**src/rtl/qrd_pkg.sv**
```systemverilog
package qrd_pkg;
  typedef enum logic [1:0] {
    ST_IDLE  = 2'd0,
    ST_HDR   = 2'd1,
    ST_DUMMY = 2'd2,
    ST_DATA  = 2'd3
  } qrd_state_t;

  localparam int unsigned HDR_MAX_BITS = 48;
endpackage

```
**src/rtl/qrd_fifo.sv**
```systemverilog
module qrd_fifo #(
  parameter int unsigned DEPTH = 8,
  parameter int unsigned WIDTH = 32,
  parameter int unsigned LVL_W = 16
) (
  input  logic             clk,
  input  logic             rst,
  input  logic             flush,
  input  logic             wr_en,
  input  logic [WIDTH-1:0] wr_data,
  input  logic             rd_en,
  output logic [WIDTH-1:0] rd_data,
  output logic [LVL_W-1:0] level
);
  localparam int unsigned PTR_W = (DEPTH > 1) ? $clog2(DEPTH) : 1;

  logic [WIDTH-1:0] mem [DEPTH];
  logic [PTR_W-1:0] wr_ptr, rd_ptr;
  logic             full, empty, do_wr, do_rd;

  assign full  = (level == LVL_W'(DEPTH));
  assign empty = (level == '0);
  assign do_wr = wr_en && !full && !flush;
  assign do_rd = rd_en && !empty && !flush;

  function automatic logic [PTR_W-1:0] bump(input logic [PTR_W-1:0] p);
    return (p == PTR_W'(DEPTH - 1)) ? '0 : p + 1'b1;
  endfunction

  always_ff @(posedge clk) begin
    if (do_wr) mem[wr_ptr] <= wr_data;
  end

  always_ff @(posedge clk) begin
    if (do_rd) rd_data <= mem[rd_ptr];
  end

  always_ff @(posedge clk) begin
    if (rst || flush) begin
      wr_ptr <= '0;
      rd_ptr <= '0;
      level  <= '0;
    end else begin
      if (do_wr) wr_ptr <= bump(wr_ptr);
      if (do_rd) rd_ptr <= bump(rd_ptr);
      case ({do_wr, do_rd})
        2'b10:   level <= level + 1'b1;
        2'b01:   level <= level - 1'b1;
        default: level <= level;
      endcase
    end
  end
endmodule

```
**src/rtl/qrd_packer.sv**
```systemverilog
module qrd_packer #(
  parameter int unsigned WIDTH = 32
) (
  input  logic             clk,
  input  logic             rst,
  input  logic             flush,
  input  logic             in_valid,
  input  logic [7:0]       in_byte,
  input  logic             in_last,
  output logic             out_wr,
  output logic [WIDTH-1:0] out_word
);
  localparam int unsigned LANES = WIDTH / 8;
  localparam int unsigned IDX_W = (LANES > 1) ? $clog2(LANES) : 1;

  logic [WIDTH-1:0] acc;
  logic [IDX_W-1:0] idx;
  logic [WIDTH-1:0] lane_word [LANES];

  genvar g;
  generate
    for (g = 0; g < LANES; g++) begin : g_lane
      assign lane_word[g] = (idx == IDX_W'(g)) ? (WIDTH'(in_byte) << (8 * g)) : '0;
    end
  endgenerate

  always_comb begin
    out_word = acc;
    for (int k = 0; k < LANES; k++) out_word = out_word | lane_word[k];
  end

  assign out_wr = in_valid && ((idx == IDX_W'(LANES - 1)) || in_last);

  always_ff @(posedge clk) begin
    if (rst || flush) begin
      acc <= '0;
      idx <= '0;
    end else if (in_valid) begin
      if (out_wr) begin
        acc <= '0;
        idx <= '0;
      end else begin
        acc <= out_word;
        idx <= idx + 1'b1;
      end
    end
  end
endmodule

```
**src/rtl/qrd_top.sv**
```systemverilog
module qrd_top
  import qrd_pkg::*;
#(
  parameter int unsigned FIFO_DEPTH = 8,
  parameter int unsigned LVL_W      = 16,
  parameter int unsigned CNT_W      = 16
) (
  input  logic             clk,
  input  logic             rst,
  input  logic             ctrl_we,
  input  logic [7:0]       ctrl_wdata,
  output logic [7:0]       status,
  input  logic [7:0]       cfg_opcode,
  input  logic [31:0]      cfg_addr,
  input  logic [1:0]       cfg_addr_sz,
  input  logic             cfg_mode_en,
  input  logic [7:0]       cfg_mode,
  input  logic [4:0]       cfg_dummy,
  input  logic [CNT_W-1:0] cfg_len,
  input  logic             buf_rd,
  output logic [31:0]      buf_rdata,
  output logic [LVL_W-1:0] buf_level,
  output logic             spi_sclk,
  output logic             spi_cs_n,
  output logic             spi_mosi,
  input  logic             spi_miso
);
  localparam int unsigned HW = HDR_MAX_BITS;

  qrd_state_t       state;
  logic [HW-1:0]    tx_sr, hdr_word;
  logic [5:0]       hdr_left, hdr_bits;
  logic [4:0]       dmy_left;
  logic [CNT_W-1:0] bytes_left;
  logic [2:0]       bit_idx;
  logic [7:0]       rx_sr;
  logic             busy, done, cancel_pend, flush;
  logic             pk_valid, pk_last, pk_wr;
  logic [7:0]       pk_byte;
  logic [31:0]      pk_word;
  logic             room_low, start_req;

  assign status    = {2'b00, done, 2'b00, busy, 2'b00};
  assign spi_mosi  = tx_sr[HW-1];
  assign start_req = ctrl_we && ctrl_wdata[0] && !ctrl_wdata[1];
  assign room_low  = (buf_level == LVL_W'(FIFO_DEPTH)) ||
                     ((buf_level == LVL_W'(FIFO_DEPTH - 1)) && pk_wr);

  always_comb begin
    if (cfg_addr_sz == 2'd3) begin
      hdr_word = {cfg_opcode, cfg_addr, cfg_mode_en ? cfg_mode : 8'h00};
      hdr_bits = cfg_mode_en ? 6'd48 : 6'd40;
    end else begin
      hdr_word = {cfg_opcode, cfg_addr[23:0], cfg_mode_en ? cfg_mode : 8'h00, 8'h00};
      hdr_bits = cfg_mode_en ? 6'd40 : 6'd32;
    end
  end

  always_ff @(posedge clk) begin
    flush    <= 1'b0;
    pk_valid <= 1'b0;
    if (rst) begin
      state       <= ST_IDLE;
      tx_sr       <= '0;
      hdr_left    <= '0;
      dmy_left    <= '0;
      bytes_left  <= '0;
      bit_idx     <= '0;
      rx_sr       <= '0;
      busy        <= 1'b0;
      done        <= 1'b0;
      cancel_pend <= 1'b0;
      spi_sclk    <= 1'b0;
      spi_cs_n    <= 1'b1;
      pk_byte     <= '0;
      pk_last     <= 1'b0;
    end else begin
      if (ctrl_we && ctrl_wdata[5]) done <= 1'b0;
      if (busy && ctrl_we && ctrl_wdata[1]) cancel_pend <= 1'b1;
      case (state)
        ST_IDLE: if (start_req) begin
          tx_sr       <= hdr_word;
          hdr_left    <= hdr_bits;
          dmy_left    <= cfg_dummy;
          bytes_left  <= cfg_len;
          bit_idx     <= '0;
          busy        <= 1'b1;
          done        <= 1'b0;
          cancel_pend <= 1'b0;
          spi_cs_n    <= 1'b0;
          flush       <= 1'b1;
          state       <= ST_HDR;
        end
        ST_HDR, ST_DUMMY: begin
          if (!spi_sclk) begin
            if (cancel_pend && bit_idx == '0) begin
              state <= ST_IDLE; busy <= 1'b0; spi_cs_n <= 1'b1;
              flush <= 1'b1; cancel_pend <= 1'b0;
            end else spi_sclk <= 1'b1;
          end else begin
            spi_sclk <= 1'b0;
            tx_sr    <= tx_sr << 1;
            bit_idx  <= bit_idx + 1'b1;
            if (state == ST_HDR) hdr_left <= hdr_left - 1'b1;
            else                 dmy_left <= dmy_left - 1'b1;
            if ((state == ST_HDR && hdr_left == 6'd1) ||
                (state == ST_DUMMY && dmy_left == 5'd1)) begin
              bit_idx <= '0;
              if (state == ST_HDR && dmy_left != '0) state <= ST_DUMMY;
              else if (bytes_left != '0)             state <= ST_DATA;
              else begin
                state <= ST_IDLE; busy <= 1'b0; done <= 1'b1; spi_cs_n <= 1'b1;
              end
            end
          end
        end
        ST_DATA: begin
          if (!spi_sclk) begin
            if (cancel_pend && bit_idx == '0) begin
              state <= ST_IDLE; busy <= 1'b0; spi_cs_n <= 1'b1;
              flush <= 1'b1; cancel_pend <= 1'b0;
            end else if (!(bit_idx == '0 && room_low)) begin
              spi_sclk <= 1'b1;
              rx_sr    <= {rx_sr[6:0], spi_miso};
            end
          end else begin
            spi_sclk <= 1'b0;
            bit_idx  <= bit_idx + 1'b1;
            if (bit_idx == 3'd7) begin
              pk_valid   <= 1'b1;
              pk_byte    <= rx_sr;
              pk_last    <= (bytes_left == CNT_W'(1));
              bytes_left <= bytes_left - 1'b1;
              if (bytes_left == CNT_W'(1)) begin
                state <= ST_IDLE; busy <= 1'b0; done <= 1'b1; spi_cs_n <= 1'b1;
              end
            end
          end
        end
        default: state <= ST_IDLE;
      endcase
    end
  end

  qrd_packer #(.WIDTH(32)) u_pack (
    .clk(clk), .rst(rst), .flush(flush),
    .in_valid(pk_valid), .in_byte(pk_byte), .in_last(pk_last),
    .out_wr(pk_wr), .out_word(pk_word)
  );

  qrd_fifo #(.DEPTH(FIFO_DEPTH), .WIDTH(32), .LVL_W(LVL_W)) u_fifo (
    .clk(clk), .rst(rst), .flush(flush),
    .wr_en(pk_wr), .wr_data(pk_word),
    .rd_en(buf_rd), .rd_data(buf_rdata), .level(buf_level)
  );
endmodule

```
**config.mk**
```make
export PLATFORM = sky130hd
export DESIGN_NAME = qrd_top
export DESIGN_NICKNAME = d
export VERILOG_FILES = /design/src/rtl/qrd_pkg.sv /design/src/rtl/qrd_fifo.sv /design/src/rtl/qrd_packer.sv /design/src/rtl/qrd_top.sv
export SDC_FILE = /design/constraint.sdc
export NUM_CORES = 1
export LEC_CHECK = 0
export ABC_AREA = 1
export BUFFER_PORTS_ARGS = -buffer_cell sky130_fd_sc_hd__buf_2
export CORE_MARGIN = 3
export CORE_UTILIZATION = 45
export CTS_CLUSTER_DIAMETER = 120
export DETAILED_ROUTE_END_ITERATION = 8
export GPL_TIMING_DRIVEN = 0
export MAX_ROUTING_LAYER = met4
export PLACE_DENSITY = 0.58
export SETUP_SLACK_MARGIN = 0.05
export SLEW_MARGIN = 20
export SYNTH_ARGS = -nofsm -noshare
export SYNTH_HDL_FRONTEND = slang
export SYNTH_SLANG_ARGS = --single-unit
```
**constraint.sdc**
```tcl
create_clock -name clk -period 4.3 [get_ports clk]
set_input_delay 0.645 -clock clk [delete_from_list [all_inputs] [get_ports clk]]
set_output_delay 0.645 -clock clk [all_outputs]
set_load 0.01 [all_outputs]
```
==> results by group <==
GRT
  – Largest net degree at the start of global routing: 30
  – Global-route wire length before repair: 81600 um
  – Total gr overflow: 0
  – Vias in the first global route: 14900
  – Total track usage: 22.8%
  – Initial antenna violation count: 0

Clock tree
  – CTS tree: yes
  – H-tree Lvls: 2
  – Clk Tree Root Cell: clkbuf_16
  – Hold bufs inserted after CTS: 0
  – CTS-repair resized insts: 0
  – Clock insertion delay at the later pin of the skew report: 0.59 ns
  – Clock Pin Slew Worst Setup and Hold Paths: 0.06 ns
  – CTS Sinks: 448
  – Clk buf depth: 3
  – Postcts setup bufs: 0
  – CTS Buf Count: 49

Timing
  – Fin. Hold Viols: 0
  – RSZ-0062 raised after global routing: no
  – Tmin final: 3.41 ns
  – Rel. slew slack: 27.0%
  – Final Max Slew Viols: 0
  – Final setup vio count: 0
  – Clock skew: 0.0174 ns
  – Final worst-path cycle share: 79.3%
  – Setup_tns: 0 ns
  – Worst setup margin: 0.891 ns
  – Upper clock frequency limit: 293 MHz
  – Worst slew pin tran: 1.08 ns

Drt
  – WL final: 51900 um
  – Residual DRC: 0
  – Post-route ant nets: 0
  – Starting DRT DRC Count: 1163
  – Pre-antenna DRT Iters: 6
  – Vias per cell: 5.28
  – Vias: 15300
  – Wirelength per Cell: 17.9 um

Power and ir drop
  – Clk pwr share: 28.7%
  – Sw power: 5.17 mW
  – Combinational share of power: 33.0%
  – Leak Pwr: 8.70 nW
  – Seq pwr share: 38.3%
  – Worst IR Drop VDD: 376 uV
  – Sw Ratio: 36.1%
  – P_int: 9.13 mW
  – PwrDens: 624 nW/um^2

Yosys
  – Flops & latches, synth: 448
  – Sequential area share after synthesis: 60.4%
  – Synth cell types: 45
  – EDFF count, synth: 288
  – Post-synth top area share: 44.1%
  – FFs w/ async S/R, synth: 0%
  – Synth area leader: edfxtp_1
  – Top FF cell, synth: edfxtp_1
  – Synth warn: 0
  – Gate Count Post-Synth: 2080
  – Synthesized area: 19600 um^2
  – Syn_area_per_cell: 9.43 um^2
  – Synth area leaders: edfxtp_1, dfxtp_1, o21ai_0

Worst setup path
  – Crit-path max FO: 16
  – Req. time, crit path: 4.78 ns
  – Setup CP Type: flip-flop to flip-flop
  – Worst R2R Path Depth: 17
  – CP Launch Type: flip-flop
  – Critical Path End Type: flip-flop
  – WP data arrival: 3.89 ns

Placed design
  – Port Buffers: 132
  – RePlAce Congestion: 0.902
  – Post-DP HPWL: 36300 um
  – Place WS: 0.928 ns

Cells and area
  – Multi-input gate area: 6700 um^2
  – Ant diodes: 0
  – Share of post-route cells with drive strength above 1: 12.6%
  – Final Util: 53.9%
  – Fillers: 3816
  – Layout area overhead: 16.8%
  – Layout Nets: 2402
  – Register area: 11900 um^2

Run
  – Max Cap Violations: 0

Floorplan
  – Core ar.: 42500 um^2
  – I/O pin count: 144
  – Die area: 46100 um^2
  – Chip height: 215 um
  – Initial Utilization: 46.2%
  – Placement Rows: 75
  – Die width: 215 um

Worst hold path
  – HP Class: primary input to flip-flop
  – Worst hold path cell count: 3

Outcome
  – Status: finished clean
-- through the flow --
| step | hold slack (ns) | total power, mW | cell area, um^2 | std cells |
|---|---|---|---|---|
| floorplan | 0.421 | 8.78 | 19600 | 2085 |
| global placement | 0.431 | 10.2 | 21000 | 2794 |
| detailed placement | 0.440 | 10.3 | 21400 | 2805 |
| CTS | 0.293 | 14.4 | 22900 | 2896 |
| global route | 0.305 | 15.2 | 22900 | 2896 |
| finish | 0.324 | 14.3 | 22900 | 2896 |
-- cell usage in the layout (no fill, tap or decap), types with 10 or more instances in the layout --
cell / Yosys / final
nand2_1: 288 / 288
o21ai_1: 15 / 16
buf_4: 12 / 12
o21ai_0: 253 / 252
nand3_1: 78 / 78
buf_2: 32 / 164
dfxtp_1: 160 / 160
a31oi_1: 67 / 67
o22ai_1: 32 / 32
a21oi_1: 168 / 168
clkbuf_16: 0 / 50
edfxtp_1: 288 / 288
ha_1: 37 / 37
nor2_1: 333 / 325
inv_1: 145 / 144
buf_1: 11 / 11
clkbuf_1: 64 / 81
nor3_1: 10 / 10
xor2_1: 11 / 11
nand3b_1: 11 / 11
-- per-layer routing --
layer | global-route usage (%) | up-vias | routed length [um]
met5 | - | - | 0
met4 | 7.19 | 0 | 1550
met3 | 3.47 | 105 | 3090
met2 | 36.2 | 461 | 24000
met1 | 30.3 | 7185 | 23300
li1 | - | 7554 | -
-- worst paths after layout --
| check | from | end | slack [ns] |
|---|---|---|---|
| max | u_pack.idx[0] | u_fifo.level[13] | 0.89 |
| min | cfg_opcode[6] | tx_sr[46] | 0.32 |
| max reg2reg | u_pack.idx[0] | u_fifo.level[13] | 0.89 |
| min reg2reg | u_pack.acc[4] | u_pack.acc[4] | 0.44 |
-- cell families (layout without fill, tap and decap cells) --
family          Yosys count  count (layout)  share of synthesized area (%)
compound gates          557             557                           15.2
xor+xnor                 14              14                          0.625
fa+ha+maj                38              38                           2.46
buf+inv                 277             511                           5.89
flops                   448             448                           60.4
other cells               1               6                         0.0191
simple gates            745             745                           15.4
-- cell usage after synthesis, drive strengths merged, types with 11 or more instances --
master / number
o21ai: 270
a31oi: 67
nand3b: 11
buf: 59
xor2: 11
nor3: 11
ha: 37
edfxtp: 288
o22ai: 32
a21oi: 170
clkbuf: 64
nand3: 78
nor2: 335
nand2: 295
dfxtp: 160
inv: 152
-- worst max-delay path: stages (launching register included) --
cell,delay (ns)
dfxtp_1,0.33
ha_1,0.19
buf_2,0.17
o21ai_0,0.27
inv_1,0.13
nand3_1,0.19
ha_1,0.69
ha_1,0.41
nand2_1,0.11
inv_1,0.06
a21oi_1,0.24
nor2_1,0.09
nor2_1,0.13
nand2_1,0.07
nand2_1,0.06
nand3_1,0.06
nand2_1,0.08
inv_1,0.04
-- registers in the layout, summed over array words and instances (netlist names), 5 cells and up --
name	count
bytes_left	16
tx_sr	48
u_fifo.rd_data	32
u_fifo.level	16
u_fifo.mem	256
pk_byte	8
hdr_left	6
u_pack.acc	32
dmy_left	5
rx_sr	8
-- cell type report --
cell class | instances | area share [%]
plain buffers | 123 | 2.52
clock buffers | 72 | 6.04
clock inverters | 19 | 0.813
inverters | 154 | 2.52
multi-input cells | 1360 | 29.2
flip-flops and latches | 448 | 51.7
well taps | 577 | 3.15
repair buffers | 143 | 4.07
-- power by group through the flow --
stage / combinational (mW) / clock (mW) / sequential [mW]
floorplan: 3.18 / 0 / 5.60
global placement: 4.62 / 0 / 5.56
detailed placement: 4.71 / 0 / 5.56
CTS: 4.73 / 4.18 / 5.48
global route: 5.31 / 4.36 / 5.55
finish: 4.72 / 4.10 / 5.48
Note: power is estimated with default switching activity, not from simulation.
